### src/rtl/sata_slot_pkg.sv
package sata_slot_pkg;
    typedef enum logic [1:0] {
        PS_STOPPED = 2'd0,
        PS_NO_LINK = 2'd1,
        PS_READY   = 2'd2,
        PS_BUSY    = 2'd3
    } port_state_e;

    localparam int unsigned NUM_CAUSES = 5;

    // FIS kind code to one-hot cause; codes 4..7 map to the unknown cause
    function automatic logic [NUM_CAUSES-1:0] fis_to_cause(input logic [2:0] code);
        logic [NUM_CAUSES-1:0] m;
        m = '0;
        if (code < 3'd4) m[code[1:0]] = 1'b1;
        else             m[4]         = 1'b1;
        return m;
    endfunction
endpackage

### src/rtl/slot_ctl_fsm.sv
module slot_ctl_fsm
    import sata_slot_pkg::*;
(
    input  logic        clk,
    input  logic        rst_n,
    input  logic        ctl_wr_en,
    input  logic        ctl_start,
    input  logic        link_up,
    input  logic        issue_nonzero_d,
    output port_state_e state,
    output logic        running
);
    port_state_e state_d;

    always_ff @(posedge clk or negedge rst_n) begin
        if (!rst_n) state <= PS_STOPPED;
        else        state <= state_d;
    end

    always_comb begin
        state_d = state;
        unique case (state)
            PS_STOPPED: begin
                if (ctl_wr_en && ctl_start)
                    state_d = link_up ? PS_READY : PS_NO_LINK;
            end
            PS_NO_LINK: begin
                if (ctl_wr_en && !ctl_start) state_d = PS_STOPPED;
                else if (link_up)            state_d = issue_nonzero_d ? PS_BUSY : PS_READY;
            end
            PS_READY, PS_BUSY: begin
                if (ctl_wr_en && !ctl_start) state_d = PS_STOPPED;
                else if (!link_up)           state_d = PS_NO_LINK;
                else                         state_d = issue_nonzero_d ? PS_BUSY : PS_READY;
            end
            default: state_d = PS_STOPPED;
        endcase
    end

    always_comb begin
        running = (state != PS_STOPPED);
    end

    a_r11_stop_write_stops: assert property (@(posedge clk) disable iff (!rst_n)
        (ctl_wr_en && !ctl_start) |=> (state == PS_STOPPED));
endmodule

### src/rtl/slot_issue_reg.sv
module slot_issue_reg #(
    parameter int unsigned NUM_SLOTS = 32
) (
    input  logic                 clk,
    input  logic                 rst_n,
    input  logic                 accept,
    input  logic [NUM_SLOTS-1:0] set_mask,
    input  logic [NUM_SLOTS-1:0] done_mask,
    input  logic                 clr_all,
    output logic [NUM_SLOTS-1:0] issue_q,
    output logic [NUM_SLOTS-1:0] issue_d
);
    always_comb begin
        if (clr_all) issue_d = '0;
        else         issue_d = (issue_q & ~done_mask) | (accept ? set_mask : '0);
    end

    always_ff @(posedge clk or negedge rst_n) begin
        if (!rst_n) issue_q <= '0;
        else        issue_q <= issue_d;
    end

    a_r7_stop_empties: assert property (@(posedge clk) disable iff (!rst_n)
        clr_all |=> (issue_q == '0));
    a_r1_bits_only_by_write: assert property (@(posedge clk) disable iff (!rst_n)
        !accept |=> ((issue_q & ~$past(issue_q)) == '0));
    a_r1_write_lands: assert property (@(posedge clk) disable iff (!rst_n)
        (accept && !clr_all) |=> ((issue_q & $past(set_mask)) == $past(set_mask)));
endmodule

### src/rtl/port_irq_regs.sv
module port_irq_regs #(
    parameter int unsigned NUM_CAUSES = 5
) (
    input  logic                  clk,
    input  logic                  rst_n,
    input  logic [NUM_CAUSES-1:0] cause_set,
    input  logic                  st_wr_en,
    input  logic [NUM_CAUSES-1:0] st_wr_data,
    input  logic                  en_wr_en,
    input  logic [NUM_CAUSES-1:0] en_wr_data,
    output logic [NUM_CAUSES-1:0] status_q,
    output logic [NUM_CAUSES-1:0] enable_q,
    output logic                  irq
);
    logic [NUM_CAUSES-1:0] w1c;

    always_comb begin
        w1c = st_wr_en ? st_wr_data : '0;
        irq = |(status_q & enable_q);
    end

    always_ff @(posedge clk or negedge rst_n) begin
        if (!rst_n) begin
            status_q <= '0;
            enable_q <= '0;
        end else begin
            status_q <= (status_q & ~w1c) | cause_set;
            if (en_wr_en) enable_q <= en_wr_data;
        end
    end

    a_r4_w1c_clears: assert property (@(posedge clk) disable iff (!rst_n)
        (st_wr_en && cause_set == '0) |=> ((status_q & $past(st_wr_data)) == '0));
endmodule

### src/rtl/cmd_hdr_decode.sv
module cmd_hdr_decode #(
    parameter int unsigned CFL_W   = 5,
    parameter int unsigned PRDTL_W = 16,
    parameter int unsigned PF_BIT  = 7
) (
    input  logic [31:0]        hdr_word,
    output logic [CFL_W-1:0]   cfl,
    output logic               prefetch,
    output logic [PRDTL_W-1:0] prdtl
);
    localparam int unsigned PRDTL_LSB = 32 - PRDTL_W;

    always_comb begin
        cfl      = hdr_word[CFL_W-1:0];
        prefetch = hdr_word[PF_BIT];
        prdtl    = hdr_word[31:PRDTL_LSB];
    end
endmodule

### src/rtl/sata_slot_tracker.sv
module sata_slot_tracker
    import sata_slot_pkg::*;
#(
    parameter int unsigned NUM_SLOTS = 32,
    parameter int unsigned SLOT_W    = $clog2(NUM_SLOTS),
    parameter int unsigned DET_UP    = 3
) (
    input  logic                  clk,
    input  logic                  rst_n,
    input  logic                  ci_wr_en,
    input  logic [NUM_SLOTS-1:0]  ci_wr_data,
    input  logic                  st_wr_en,
    input  logic [NUM_CAUSES-1:0] st_wr_data,
    input  logic                  en_wr_en,
    input  logic [NUM_CAUSES-1:0] en_wr_data,
    input  logic                  ctl_wr_en,
    input  logic                  ctl_start,
    input  logic                  ctl_fre,
    input  logic [3:0]            phy_det,
    input  logic [3:0]            phy_ipm,
    input  logic                  cpl_valid,
    input  logic [SLOT_W-1:0]     cpl_slot,
    input  logic [2:0]            cpl_fis,
    input  logic [31:0]           hdr_word,
    output logic [NUM_SLOTS-1:0]  cmd_issue,
    output logic [NUM_CAUSES-1:0] int_status,
    output logic [NUM_CAUSES-1:0] int_enable,
    output logic                  start_q,
    output logic                  fre_q,
    output logic                  irq,
    output logic [11:0]           link_status,
    output logic [1:0]            port_state,
    output logic [4:0]            hdr_cfl,
    output logic                  hdr_prefetch,
    output logic [15:0]           hdr_prdtl
);
    port_state_e           state;
    logic                  running, link_up, accept, clr_all, hit;
    logic [NUM_SLOTS-1:0]  done_mask, issue_d;
    logic [NUM_CAUSES-1:0] cause_set;

    always_ff @(posedge clk or negedge rst_n) begin
        if (!rst_n) begin
            link_status <= '0;
            fre_q       <= 1'b0;
        end else begin
            link_status <= {phy_ipm, 4'h0, phy_det};
            if (ctl_wr_en) fre_q <= ctl_fre;
        end
    end

    always_comb begin
        link_up   = (link_status[3:0] == 4'(DET_UP));
        accept    = ci_wr_en && running && link_up;
        clr_all   = ctl_wr_en && !ctl_start;
        hit       = cpl_valid && running && cmd_issue[cpl_slot];
        done_mask = hit ? (NUM_SLOTS'(1) << cpl_slot) : '0;
        cause_set = (hit && fre_q) ? fis_to_cause(cpl_fis) : '0;
        start_q   = running;
        port_state = state;
    end

    slot_ctl_fsm i_fsm (
        .clk(clk), .rst_n(rst_n), .ctl_wr_en(ctl_wr_en), .ctl_start(ctl_start),
        .link_up(link_up), .issue_nonzero_d(|issue_d), .state(state), .running(running)
    );

    slot_issue_reg #(.NUM_SLOTS(NUM_SLOTS)) i_issue (
        .clk(clk), .rst_n(rst_n), .accept(accept), .set_mask(ci_wr_data),
        .done_mask(done_mask), .clr_all(clr_all), .issue_q(cmd_issue), .issue_d(issue_d)
    );

    port_irq_regs #(.NUM_CAUSES(NUM_CAUSES)) i_irq (
        .clk(clk), .rst_n(rst_n), .cause_set(cause_set), .st_wr_en(st_wr_en),
        .st_wr_data(st_wr_data), .en_wr_en(en_wr_en), .en_wr_data(en_wr_data),
        .status_q(int_status), .enable_q(int_enable), .irq(irq)
    );

    cmd_hdr_decode i_hdr (
        .hdr_word(hdr_word), .cfl(hdr_cfl), .prefetch(hdr_prefetch), .prdtl(hdr_prdtl)
    );

    a_r7_stopped_empty: assert property (@(posedge clk) disable iff (!rst_n)
        (port_state == 2'd0) |-> (cmd_issue == '0));
    a_r6_no_cause_without_fre: assert property (@(posedge clk) disable iff (!rst_n)
        !fre_q |=> ((int_status & ~$past(int_status)) == '0));
    a_r9_no_issue_without_link: assert property (@(posedge clk) disable iff (!rst_n)
        (link_status[3:0] != 4'(DET_UP)) |=> ((cmd_issue & ~$past(cmd_issue)) == '0));
endmodule

### config.mk
export PLATFORM = sky130hd
export DESIGN_NAME = sata_slot_tracker
export DESIGN_NICKNAME = d
export VERILOG_FILES = /design/src/rtl/sata_slot_pkg.sv /design/src/rtl/slot_ctl_fsm.sv /design/src/rtl/slot_issue_reg.sv /design/src/rtl/port_irq_regs.sv /design/src/rtl/cmd_hdr_decode.sv /design/src/rtl/sata_slot_tracker.sv
export SDC_FILE = /design/constraint.sdc
export NUM_CORES = 1
export LEC_CHECK = 0
export BUFFER_PORTS_ARGS = -buffer_cell sky130_fd_sc_hd__clkbuf_2
export CORE_MARGIN = 4
export CORE_UTILIZATION = 33
export DETAILED_ROUTE_END_ITERATION = 8
export PLACE_DENSITY = 0.74
export SLEW_MARGIN = 20
export SYNTH_ARGS = -nofsm -noshare
export SYNTH_HDL_FRONTEND = slang
export SYNTH_HIERARCHICAL = 1
export SYNTH_SLANG_ARGS = --single-unit
### constraint.sdc
create_clock -name clk -period 7.48 [get_ports clk]
set_input_delay 1.87 -clock clk [delete_from_list [all_inputs] [get_ports clk]]
set_output_delay 1.87 -clock clk [all_outputs]
set_load 0.05 [all_outputs]
==> results of run 1 <==
report_power, final:
part / internal [mW] / switching (mW)
registers: 0.298 / 0.00921
clock network: 0.0652 / 0.0933
logic: 0.0458 / 0.109
total: 0.409 / 0.211
through the flow:
step | cells | power, mW
floorplan | 321 | 0.449
global placement | 532 | 0.465
detailed placement | 532 | 0.468
CTS | 540 | 0.631
global route | 541 | 0.652
finish | 541 | 0.621
cells in the final DEF, fill, tap and decap left out, types with 4 or more instances in the layout:
cell,count
nand2b_1,35
clkbuf_8,5
conb_1,4
and3_1,5
dfrtp_1,53
nor3_1,10
mux2_1,5
a21o_1,5
nor2_1,23
a21oi_2,30
nor4_1,16
clkbuf_2,121
nand2_1,46
mux4_2,6
cell type report:
class                      count  area, sq um  share of cell area
sequential                    53         1330               0.355
timing repair buffer         124          648               0.173
multi-input combinational    226         1520               0.405
tap                          129          161              0.0432
inverter                       1         3.75             0.00100
clock buffer                   6         72.6              0.0194
clock inverter                 2         10.0             0.00268
flip-flops by register name (all words and copies together) (netlist names):
name / count
i_issue/issue_q: 32
i_irq/status_q: 5
i_fsm/state: 2
link_status: 8
fre_q: 1
i_irq/enable_q: 5
routing by layer:
layer	GRT usage	wire length [um]
met1	0.204	3700
met2	0.261	4130
met3	0.0404	698
met4	0.0487	180
met5	0	0
kinds of logic after synthesis:
| logic type | count (synthesis) | share of synthesized area |
|---|---|---|
| mux | 16 | 0.0779 |
| other cells | 1 | 0.00120 |
| buf+inv | 42 | 0.0987 |
| compound gates | 48 | 0.134 |
| simple gates | 158 | 0.265 |
| flops | 53 | 0.423 |
worst paths after layout:
kind / startpoint / end / depth (start not counted)
max: cpl_slot[1] / i_fsm/state[0] / 13
min: i_irq/enable_q[2] / i_irq/enable_q[2] / 1
max reg2reg: i_fsm/state[1] / i_fsm/state[0] / 13
min reg2reg: i_irq/enable_q[2] / i_irq/enable_q[2] / 1
max in group asynchronous: rst_n / i_issue/issue_q[19] / 2
min in group asynchronous: rst_n / i_issue/issue_q[13] / 2
worst register-to-register path, stage by stage (launching register included):
cell	delay, ns
dfrtp_1	0.40
or2_1	0.22
nand2_1	0.14
a211o_1	0.30
o32ai_4	0.40
nand4b_1	0.27
nor2_1	0.16
nand2b_1	0.14
a21oi_2	0.08
nor4_1	0.42
nand4_1	0.17
or2_2	0.33
o21ai_1	0.10
a211oi_1	0.09
==> results by group, run 1 <==
Status
  – Status: finished clean

Logic synthesis
  – Synth top area cells: dfrtp_1 42%, a21oi_2 8.4%, buf_4 7.2%
  – Yosys reg bits: 53
  – EDFF count, synth: 0
  – Avg Inst Size Synth: 9.85 sq um
  – Cell area after synthesis: 3130 sq um
  – Top cells by count, synth: 53 x dfrtp_1, 46 x nand2_1, 35 x nand2b_1
  – Area share of the largest cell type after synthesis: 0.423
  – Post-synth ARST share: 1.00
  – Cell taking the most area after synthesis: dfrtp_1
  – Netlist cell types: 42
  – Post-synth top flop: dfrtp_1
  – Post-Synthesis Cells: 318
  – Top-count cell post-synth: dfrtp_1
  – Register area share after synthesis: 0.423
  – Synth warn: 6

STA
  – Max-slew violation count: 0
  – Fmax: 211 MHz
  – RSZ-0062 raised after global routing: no
  – Final Cycle Share: 0.634
  – Final clock skew: 0.00695 ns
  – Hold Slack: 0.525 ns
  – Minimum clock period: 4.74 ns
  – Worst Max-Slew Pin Slew: 0.715 ns
  – Final setup fails: 0
  – Final Worst Setup Slack: 2.74 ns
  – Final Hold Fails: 0
  – Total negative setup slack: 0 ns
  – Normalized max-slew margin: 0.522

Power
  – Peak supply drop: 0.0699 mV
  – Leakage: 1.74 nW
  – Power density over the cells: 166 nW/um^2

Worst setup path
  – Reg2Reg Setup Slack: 4.14 ns
  – CP max stage delay: 0.42 ns
  – Setup crit end kind: flip-flop
  – Worst Path Required: 7.66 ns
  – Worst path buffer plus inverter count: 1
  – CP top delay family: simple AND/OR/NAND/NOR gates
  – Critical setup path kind: primary input to flip-flop
  – Arrival time at the worst endpoint: 4.92 ns
  – Crit path max-delay cell type: nor4_1
  – Crit-path max FO: 18
  – Crit-path cells: clkbuf_2, mux2i_1, a211o_1, o32ai_4, nand4b_1, nor2_1, nand2b_1, a21oi_2, nor4_1, nand4_1, or2_2, o21ai_1, a211oi_1
  – Startpoint types: primary input

Final layout
  – Core Util, Final: 0.404
  – Area Growth Syn to Fin: 19.3%
  – Nets: 510
  – Fillers: 945
  – N_diodes: 0
  – Layout cells sized above 1: 0.425
  – Final Cell Area: 3740 sq um

Floorplanning
  – CORE AREA: 9240 sq um
  – Starting density of the core: 0.339
  – FP Rows: 35
  – Chip height: 105 um
  – Horiz. Die Dim: 105 um
  – Full die area: 11100 sq um
  – Ports: 180

Placed design
  – Area post-placement: 3630 sq um
  – RD Place Congestion: 0.846
  – Final HPWL DP: 6860 um
  – Pre-CTS setup slack: 2.42 ns
  – I/O Buffers: 121

Global routing
  – Vias in the first global route: 2815
  – Largest net degree at the start of global routing: 54
  – Initial antenna violation count: 0
  – First-pass GRT wire length: 14200 um
  – Total gr overflow: 0
  – Tot GR Track Use: 0.158

Clock network
  – Skew-Pair Late Insertion Delay: 0.30 ns
  – Setup Buffers After CTS: 0
  – Total CTS buffers: 5
  – CTS Root Cell: clkbuf_8
  – Clock transition at the registers of the reported paths: 0.09 ns
  – Clock Tree Buf Depth: 2
  – Post-CTS Hold Buffers: 0
  – H-tree depth: 2
  – Post-CTS Resized: 0
  – Sinks on the clock net: 53
  – CTS tree: done

Detailed routing
  – Pre-antenna DRT Iters: 4
  – Routed vias: 2690
  – Drt wl/cell: 16.1 um
  – DRC: 0
  – WL final: 8720 um
  – Via/cell ratio: 4.97
  – Routed Antenna Nets: 0
  – DR iter-0 viols: 89

Worst hold path
  – Hold Crit Class: flip-flop to flip-flop

Job
  – Max_cap viols: 0
Note: power is estimated with default switching activity, not from simulation.
==> inputs of run 2 (changes only) <==
--- a/config.mk
+++ b/config.mk
@@ -5,11 +5,12 @@
 export SDC_FILE = /design/constraint.sdc
 export NUM_CORES = 1
 export LEC_CHECK = 0
+export ABC_AREA = 1
 export BUFFER_PORTS_ARGS = -buffer_cell sky130_fd_sc_hd__clkbuf_2
 export CORE_MARGIN = 4
 export CORE_UTILIZATION = 33
 export DETAILED_ROUTE_END_ITERATION = 8
-export PLACE_DENSITY = 0.74
+export PLACE_DENSITY = 0.73
 export SLEW_MARGIN = 20
 export SYNTH_ARGS = -nofsm -noshare
 export SYNTH_HDL_FRONTEND = slang
==> constraint.sdc (replaced) <==
create_clock -name clk -period 4.6 [get_ports clk]
set_input_delay 1.15 -clock clk [delete_from_list [all_inputs] [get_ports clk]]
set_output_delay 1.15 -clock clk [all_outputs]
set_load 0.05 [all_outputs]
==> run 2 against run 1 <==
Against the previous run: clock skew increased by 0.0012 ns; clock power rose by 140%; routed wire length increased by 8.0%; critical endpoint unchanged; non-clock buffer count is 1 higher; largest power group unchanged; sequential power grew 71%; via count rose by 18%; synthesized cell count rose by 39%; count of clock-buffer cells in the layout shrank 1; first-iteration DRC count grew 28%.
==> results by group, run 2 <==
Final layout
  – Top reg by flops: i_issue/issue_q
  – Most common cell after layout, fill and taps aside: nand2_1
  – Most frequent cells in the layout: 143 x nand2_1, 121 x clkbuf_2, 54 x inv_1, 53 x dfrtp_1, 42 x nor2_1
  – Top flop regs: i_issue/issue_q x32, link_status x8
  – Fillers: 1044 (+10%)
  – Layout cells sized above 1: 0.325 (-0.0995)
  – Largest register FFs: 32 (unchanged)
  – Nets: 636 (+25%)
  – Area Growth Syn to Fin: 19.2% (about the same)
  – Fin cells: 671 (+24%)
  – N_diodes: 0 (unchanged)

STA
  – Final Hold Fails: 0 (unchanged)
  – Minimum clock period: 3.98 ns
  – Max-slew violation count: 0 (unchanged)
  – Final Worst Setup Slack: 0.620 ns (-2.12 ns)
  – RSZ-0062 raised after global routing: no
  – Worst Max-Slew Pin Slew: 0.681 ns (-0.0342 ns)
  – Fmax: 251 MHz
  – Final setup fails: 0 (unchanged)
  – Normalized max-slew margin: 0.546 (+0.0238)
  – Total negative setup slack: 0 ns (unchanged)
  – Final Cycle Share: 0.865
  – Final clock skew: 0.00816 ns (+0.00122 ns)

Clock network
  – CTS tree: done
  – Clock transition at the registers of the reported paths: 0.10 ns (about the same)
  – Post-CTS Resized: 0 (unchanged)
  – Total CTS buffers: 5 (unchanged)
  – Post-CTS Hold Buffers: 0 (unchanged)
  – Sinks on the clock net: 53 (unchanged)
  – CTS Root Cell: clkbuf_8
  – Clock Tree Buf Depth: 2 (unchanged)
  – Skew-Pair Late Insertion Delay: 0.32 ns (+0.02 ns)
  – Setup Buffers After CTS: 0 (unchanged)
  – H-tree depth: 2 (unchanged)

Global routing
  – Vias in the first global route: 3254 (+16%)
  – GRT met1 Usage: 0.186 (-0.0176)
  – Initial antenna violation count: 0 (unchanged)
  – Grt met3 use: 0.0585 (+0.0181)
  – Largest net degree at the start of global routing: 54 (unchanged)
  – Met2 Track Usage GR: 0.286 (+0.0246)
  – Total gr overflow: 0 (unchanged)
  – First-pass GRT wire length: 15100 um (+6.4%)
  – Tot GR Track Use: 0.163 (+0.00498)
  – Top Usage Layer GRT: met2

Power
  – Part of the power in the clock network: 0.297 (+0.042)
  – Sw Ratio: 0.374 (+0.0330)
  – Peak supply drop: 0.151 mV (+120%)
  – Sequential power share: 0.402 (-0.093)
  – Power density over the cells: 333 nW/um^2 (+100%)
  – Combinational Power Share: 0.301 (+0.052)
  – Net Switching: 0.489 mW (+130%)
  – Cell Int Power: 0.821 mW (+100%)
  – Leakage: 1.93 nW (+11%)
  – Final Power: 1.31 mW (+110%)

Logic synthesis
  – Top-count cell post-synth: nand2_1
  – Avg Inst Size Synth: 7.45 sq um (-24%)
  – Post-synth ARST share: 1.00 (unchanged)
  – Top cells by count, synth: 143 x nand2_1, 54 x inv_1, 53 x dfrtp_1
  – Area share of the largest cell type after synthesis: 0.402 (-0.0215)
  – Cell taking the most area after synthesis: dfrtp_1
  – Netlist cell types: 29 (-31%)
  – Register area share after synthesis: 0.402 (-0.0215)
  – EDFF count, synth: 0 (unchanged)
  – Synth top area cells: dfrtp_1 40%, nand2_1 16%, a21oi_2 8.0%
  – Post-synth top flop: dfrtp_1
  – Post-Synthesis Cells: 443 (+39%)
  – Cell area after synthesis: 3300 sq um (+5.4%)
  – Synth warn: 6 (unchanged)
  – Yosys reg bits: 53 (unchanged)

Detailed routing
  – Routed Antenna Nets: 0 (unchanged)
  – DRC: 0 (unchanged)
  – Pre-antenna DRT Iters: 4 (unchanged)
  – Via/cell ratio: 4.73 (-4.8%)
  – DR iter-0 viols: 114 (+28%)
  – WL final: 9410 um (+8.0%)
  – Routed vias: 3175 (+18%)
  – Drt wl/cell: 14.0 um (-13%)

Floorplanning
  – FP Rows: 36 (+2.9%)
  – Full die area: 11700 sq um (+4.9%)
  – CORE AREA: 9770 sq um (+5.8%)
  – Starting density of the core: 0.338 (-0.00137)
  – Chip height: 108 um (+2.4%)
  – Ports: 180 (unchanged)
  – Horiz. Die Dim: 108 um (+2.4%)

Worst setup path
  – CP max stage delay: 0.45 ns (+0.03 ns)
  – CP top delay family: simple AND/OR/NAND/NOR gates
  – Worst path buffer plus inverter count: 3 (+2)
  – Worst Path Required: 4.82 ns (-2.84 ns)
  – Critical setup path kind: primary input to flip-flop
  – Crit-path cells: clkbuf_2, nor2_1, a21oi_1, nand3_1, nand3_1, nand3_4, nand4_4, nor2_1, inv_1, nand2_1, a21oi_2, nor4_1, nand4_1, or2_2, inv_1, nand3_1, nand2_1, nor2_1, nand2_1, nand2_1
  – Cell mode on critical path: nand2_1
  – Arrival time at the worst endpoint: 4.20 ns (-0.72 ns)
  – Reg2Reg Setup Slack: 1.64 ns (-2.50 ns)
  – Crit-path max FO: 16 (-2)
  – Setup crit end kind: flip-flop
  – Startpoint types: primary input
  – Crit path max-delay cell type: nor4_1

Job
  – Max_cap viols: 0 (unchanged)

Placed design
  – Placed Cells incl. Taps: 663 (+25%)
  – Final HPWL DP: 7640 um (+11%)
  – RD Place Congestion: 0.968 (+14%)
  – I/O Buffers: 121 (unchanged)
  – Pre-CTS setup slack: 0.353 ns (-2.06 ns)

Status
  – Status: finished clean

Worst hold path
  – Hold Crit Class: flip-flop to flip-flop
==> run 2: cell count changes in the layout (fill, tap and decap cells not counted), moves of 5 or more <==
cell      delta
mux2_1       -5
mux4_2       -6
nand2b_1    -35
inv_1       +54
nand3_1     +30
nor3_1       -9
nor4_1       -8
nor2_1      +19
nand2_1     +97
==> run 2: cells by family (layout without fill, tap and decap cells) <==
logic type | count (synthesis) | count (layout) | synth area share
other | 1 | 4 | 0.00114
buffers and inverters | 98 | 190 | 0.163
AO/OA/AOI/OAI | 47 | 47 | 0.109
AND/OR/NAND/NOR | 244 | 244 | 0.325
flip-flops | 53 | 53 | 0.402
==> run 2: layout make-up <==
class                   count  area, sq um  share of cell area
multi-input cells         295         1450               0.370
clock buffers               5         68.8              0.0175
inverters                  57          214              0.0544
clock inverters             3         68.8              0.0175
well taps                 133          166              0.0423
flip-flops and latches     53         1330               0.337
repair buffers            125          636               0.162
==> run 2: worst paths after layout <==
kind	start	depth (start not counted)	endpoint
setup / recovery	cpl_slot[0]	20	i_fsm/state[0]
hold / removal	i_irq/status_q[2]	1	i_irq/status_q[2]
setup reg to reg	i_fsm/state[0]	15	i_fsm/state[0]
hold reg to reg	i_irq/status_q[2]	1	i_irq/status_q[2]
max in group asynchronous	rst_n	2	i_issue/issue_q[12]
min in group asynchronous	rst_n	2	link_status[1]
==> run 2: power groups by stage <==
stage                     clock (mW)  sequential (mW)  combinational, mW
after detailed placement           0            0.536              0.397
final                          0.389            0.527              0.395
after floorplan                    0            0.643              0.228
after global routing           0.419            0.531              0.426
after global placement             0            0.535              0.390
after CTS                      0.398            0.527              0.398
==> run 2: per-layer routing <==
layer  wire length [um]  up-vias
met5                  0        -
met2               4590      141
li1                   -     1545
met1               3640     1467
met4                158        0
met3               1020       22
==> run 2: through the flow <==
step / cell area (sq um) / hold WS, ns / util
floorplan: 3310 / 0.754 / -
global placement: 3800 / 0.501 / 0.388
detailed placement: 3800 / 0.502 / 0.388
CTS: 3930 / 0.532 / 0.402
global route: 3930 / 0.565 / 0.402
finish: 3930 / 0.525 / 0.402
==> inputs of run 3 (changes only) <==
--- a/config.mk
+++ b/config.mk
@@ -5,12 +5,11 @@
 export SDC_FILE = /design/constraint.sdc
 export NUM_CORES = 1
 export LEC_CHECK = 0
-export ABC_AREA = 1
 export BUFFER_PORTS_ARGS = -buffer_cell sky130_fd_sc_hd__clkbuf_2
 export CORE_MARGIN = 4
 export CORE_UTILIZATION = 33
 export DETAILED_ROUTE_END_ITERATION = 8
-export PLACE_DENSITY = 0.73
+export PLACE_DENSITY = 0.74
 export SLEW_MARGIN = 20
 export SYNTH_ARGS = -nofsm -noshare
 export SYNTH_HDL_FRONTEND = slang
==> run 3 against run 2 <==
Against the previous run: register-to-register slack worse by 0.32 ns; die area is 4.7% lower; sequential cell count stayed put; non-clock buffer count is 1 higher; sequential power is 4.9% lower; clock skew is 0.0014 ns higher; critical path depth is 6 lower; first-iteration DRC count is 0.88% lower; count of clock-buffer cells in the layout is 1 higher; critical path type unchanged; largest cell class unchanged; largest power group unchanged.
==> results by group, run 3 (synthesized netlist as in run 1, its figures left out) <==
Worst setup path
  – Setup crit end kind: flip-flop
  – Arrival time at the worst endpoint: 4.03 ns (-0.17 ns)
  – Critical setup path kind: primary input to flip-flop
  – Startpoint types: primary input
  – Crit-path max FO: 16 (unchanged)
  – Reg2Reg Setup Slack: 1.32 ns (-0.32 ns)
  – Worst Path Required: 4.78 ns (-0.04 ns)

STA
  – Minimum clock period: 3.86 ns (-0.124 ns)
  – Fmax: 259 MHz (+3.2%)
  – Final Cycle Share: 0.838 (-0.0269)
  – Final setup fails: 0 (unchanged)
  – Normalized max-slew margin: 0.540 (-0.00560)
  – Max-slew violation count: 0 (unchanged)
  – Worst Max-Slew Pin Slew: 0.689 ns (+0.00840 ns)
  – Total negative setup slack: 0 ns (unchanged)
  – Hold Slack: 0.521 ns (-0.00347 ns)
  – Final clock skew: 0.00961 ns (+0.00144 ns)
  – Final Hold Fails: 0 (unchanged)
  – RSZ-0062 raised after global routing: no

Floorplanning
  – Full die area: 11100 sq um (-4.7%)
  – Chip height: 105 um (-2.4%)
  – Horiz. Die Dim: 105 um (-2.4%)
  – FP Rows: 35 (-2.8%)
  – CORE AREA: 9240 sq um (-5.5%)
  – Ports: 180 (unchanged)
  – Starting density of the core: 0.339 (+0.00137)

Power
  – Power density over the cells: 270 nW/um^2 (-19%)
  – Leakage: 1.75 nW (-9.4%)
  – Peak supply drop: 0.128 mV (-16%)

Detailed routing
  – WL final: 8760 um (-6.9%)
  – Drt wl/cell: 16.1 um (+15%)
  – Pre-antenna DRT Iters: 4 (unchanged)
  – DR iter-0 viols: 113 (-0.88%)
  – DRC: 0 (unchanged)
  – Routed Antenna Nets: 0 (unchanged)
  – Routed vias: 2671 (-16%)
  – Via/cell ratio: 4.92 (+4.0%)

Final layout
  – Largest register FFs: 32 (unchanged)
  – Most frequent cells in the layout: 121 x clkbuf_2, 53 x dfrtp_1, 46 x nand2_1, 35 x nand2b_1, 30 x a21oi_2
  – Core Util, Final: 0.405 (+0.00282)
  – Fin cells: 543 (-19%)
  – Top reg by flops: i_issue/issue_q
  – Top flop regs: i_issue/issue_q x32, link_status x8
  – Area Growth Syn to Fin: 19.6%
  – Layout cells sized above 1: 0.428 (+0.102)
  – Final Cell Area: 3740 sq um (-4.8%)
  – Most common cell after layout, fill and taps aside: clkbuf_2
  – N_diodes: 0 (unchanged)
  – Nets: 512 (-19%)

Placed design
  – I/O Buffers: 121 (unchanged)
  – Area post-placement: 3660 sq um (-3.5%)
  – Placed Cells incl. Taps: 535 (-19%)
  – RD Place Congestion: 0.834 (-14%)
  – Final HPWL DP: 7020 um (-8.1%)

Global routing
  – Largest net degree at the start of global routing: 54 (unchanged)
  – Tot GR Track Use: 0.160 (-0.00329)
  – Initial antenna violation count: 0 (unchanged)
  – Total gr overflow: 0 (unchanged)
  – First-pass GRT wire length: 14500 um (-4.1%)
  – Vias in the first global route: 2948 (-9.4%)

Clock network
  – Post-CTS Resized: 0 (unchanged)
  – H-tree depth: 2 (unchanged)
  – CTS Root Cell: clkbuf_8
  – Post-CTS Hold Buffers: 0 (unchanged)
  – Clock Tree Buf Depth: 2 (unchanged)
  – Total CTS buffers: 5 (unchanged)
  – Setup Buffers After CTS: 0 (unchanged)
  – Clock transition at the registers of the reported paths: 0.09 ns (about the same)
  – Skew-Pair Late Insertion Delay: 0.31 ns (about the same)
  – Sinks on the clock net: 53 (unchanged)
  – CTS tree: done

Job
  – Max_cap viols: 0 (unchanged)

Status
  – Status: finished clean

Worst hold path
  – Hold Crit Class: flip-flop to flip-flop
==> run 3: cell count changes in the layout (fill, tap and decap cells not counted), sizes merged, moves of 6 or more <==
cell    previous run  this run
nand2            143        46
inv               57         0
nand2b             0        35
nand3             35         2
nor2              47        24
nor3               1        10
nor4               8        16
mux2               0         7
mux4               0         6
==> run 3: worst paths after layout <==
kind                                   start             endpoint  cells after the start
min reg2reg                i_irq/status_q[1]    i_irq/status_q[1]                      1
max                              cpl_slot[1]       i_fsm/state[0]                     14
min in group asynchronous              rst_n  i_issue/issue_q[12]                      2
max in group asynchronous              rst_n                fre_q                      2
min                        i_irq/status_q[1]    i_irq/status_q[1]                      1
max reg2reg                   i_fsm/state[0]       i_fsm/state[0]                     13
==> run 3: layout make-up <==
| type | count | area (sq um) |
|---|---|---|
| fill | 997 | 5500 |
| multi-input combinational | 226 | 1520 |
| sequential | 53 | 1330 |
| timing repair buffer | 126 | 656 |
| tap | 129 | 161 |
| clock buffer | 6 | 72.6 |
| clock inverter | 2 | 10.0 |
| inverter | 1 | 3.75 |
==> run 3: worst max-delay path, stage by stage <==
cell and delay, ns:
clkbuf_2 0.25, buf_4 0.23, mux2i_1 0.08, and3_1 0.21, o32ai_4 0.40, nor2_4 0.15
nor4_1 0.30, nand2b_1 0.16, a21oi_2 0.07, nor4_1 0.37, nand4_1 0.16, or2_2 0.33
o21ai_1 0.08, a211oi_1 0.08
==> run 3: routing by layer <==
metal,up-vias,GRT usage,routed length (um)
met5,-,0,0
met4,0,0.0375,98
met3,14,0.0441,804
met2,118,0.270,4220
met1,1265,0.203,3630
li1,1274,-,-
==> run 3: where the power goes <==
part           internal (mW)  switching, mW  leakage (nW)
combinational         0.0749          0.175          1.00
clock                  0.106          0.154        0.0450
sequential             0.485         0.0153         0.702
==> run 3: stage by stage <==
step | setup slack [ns] | power [mW]
floorplan | 1.04 | 0.730
global placement | 0.407 | 0.759
detailed placement | 0.367 | 0.763
CTS | 0.702 | 1.03
global route | 0.494 | 1.06
finish | 0.743 | 1.01
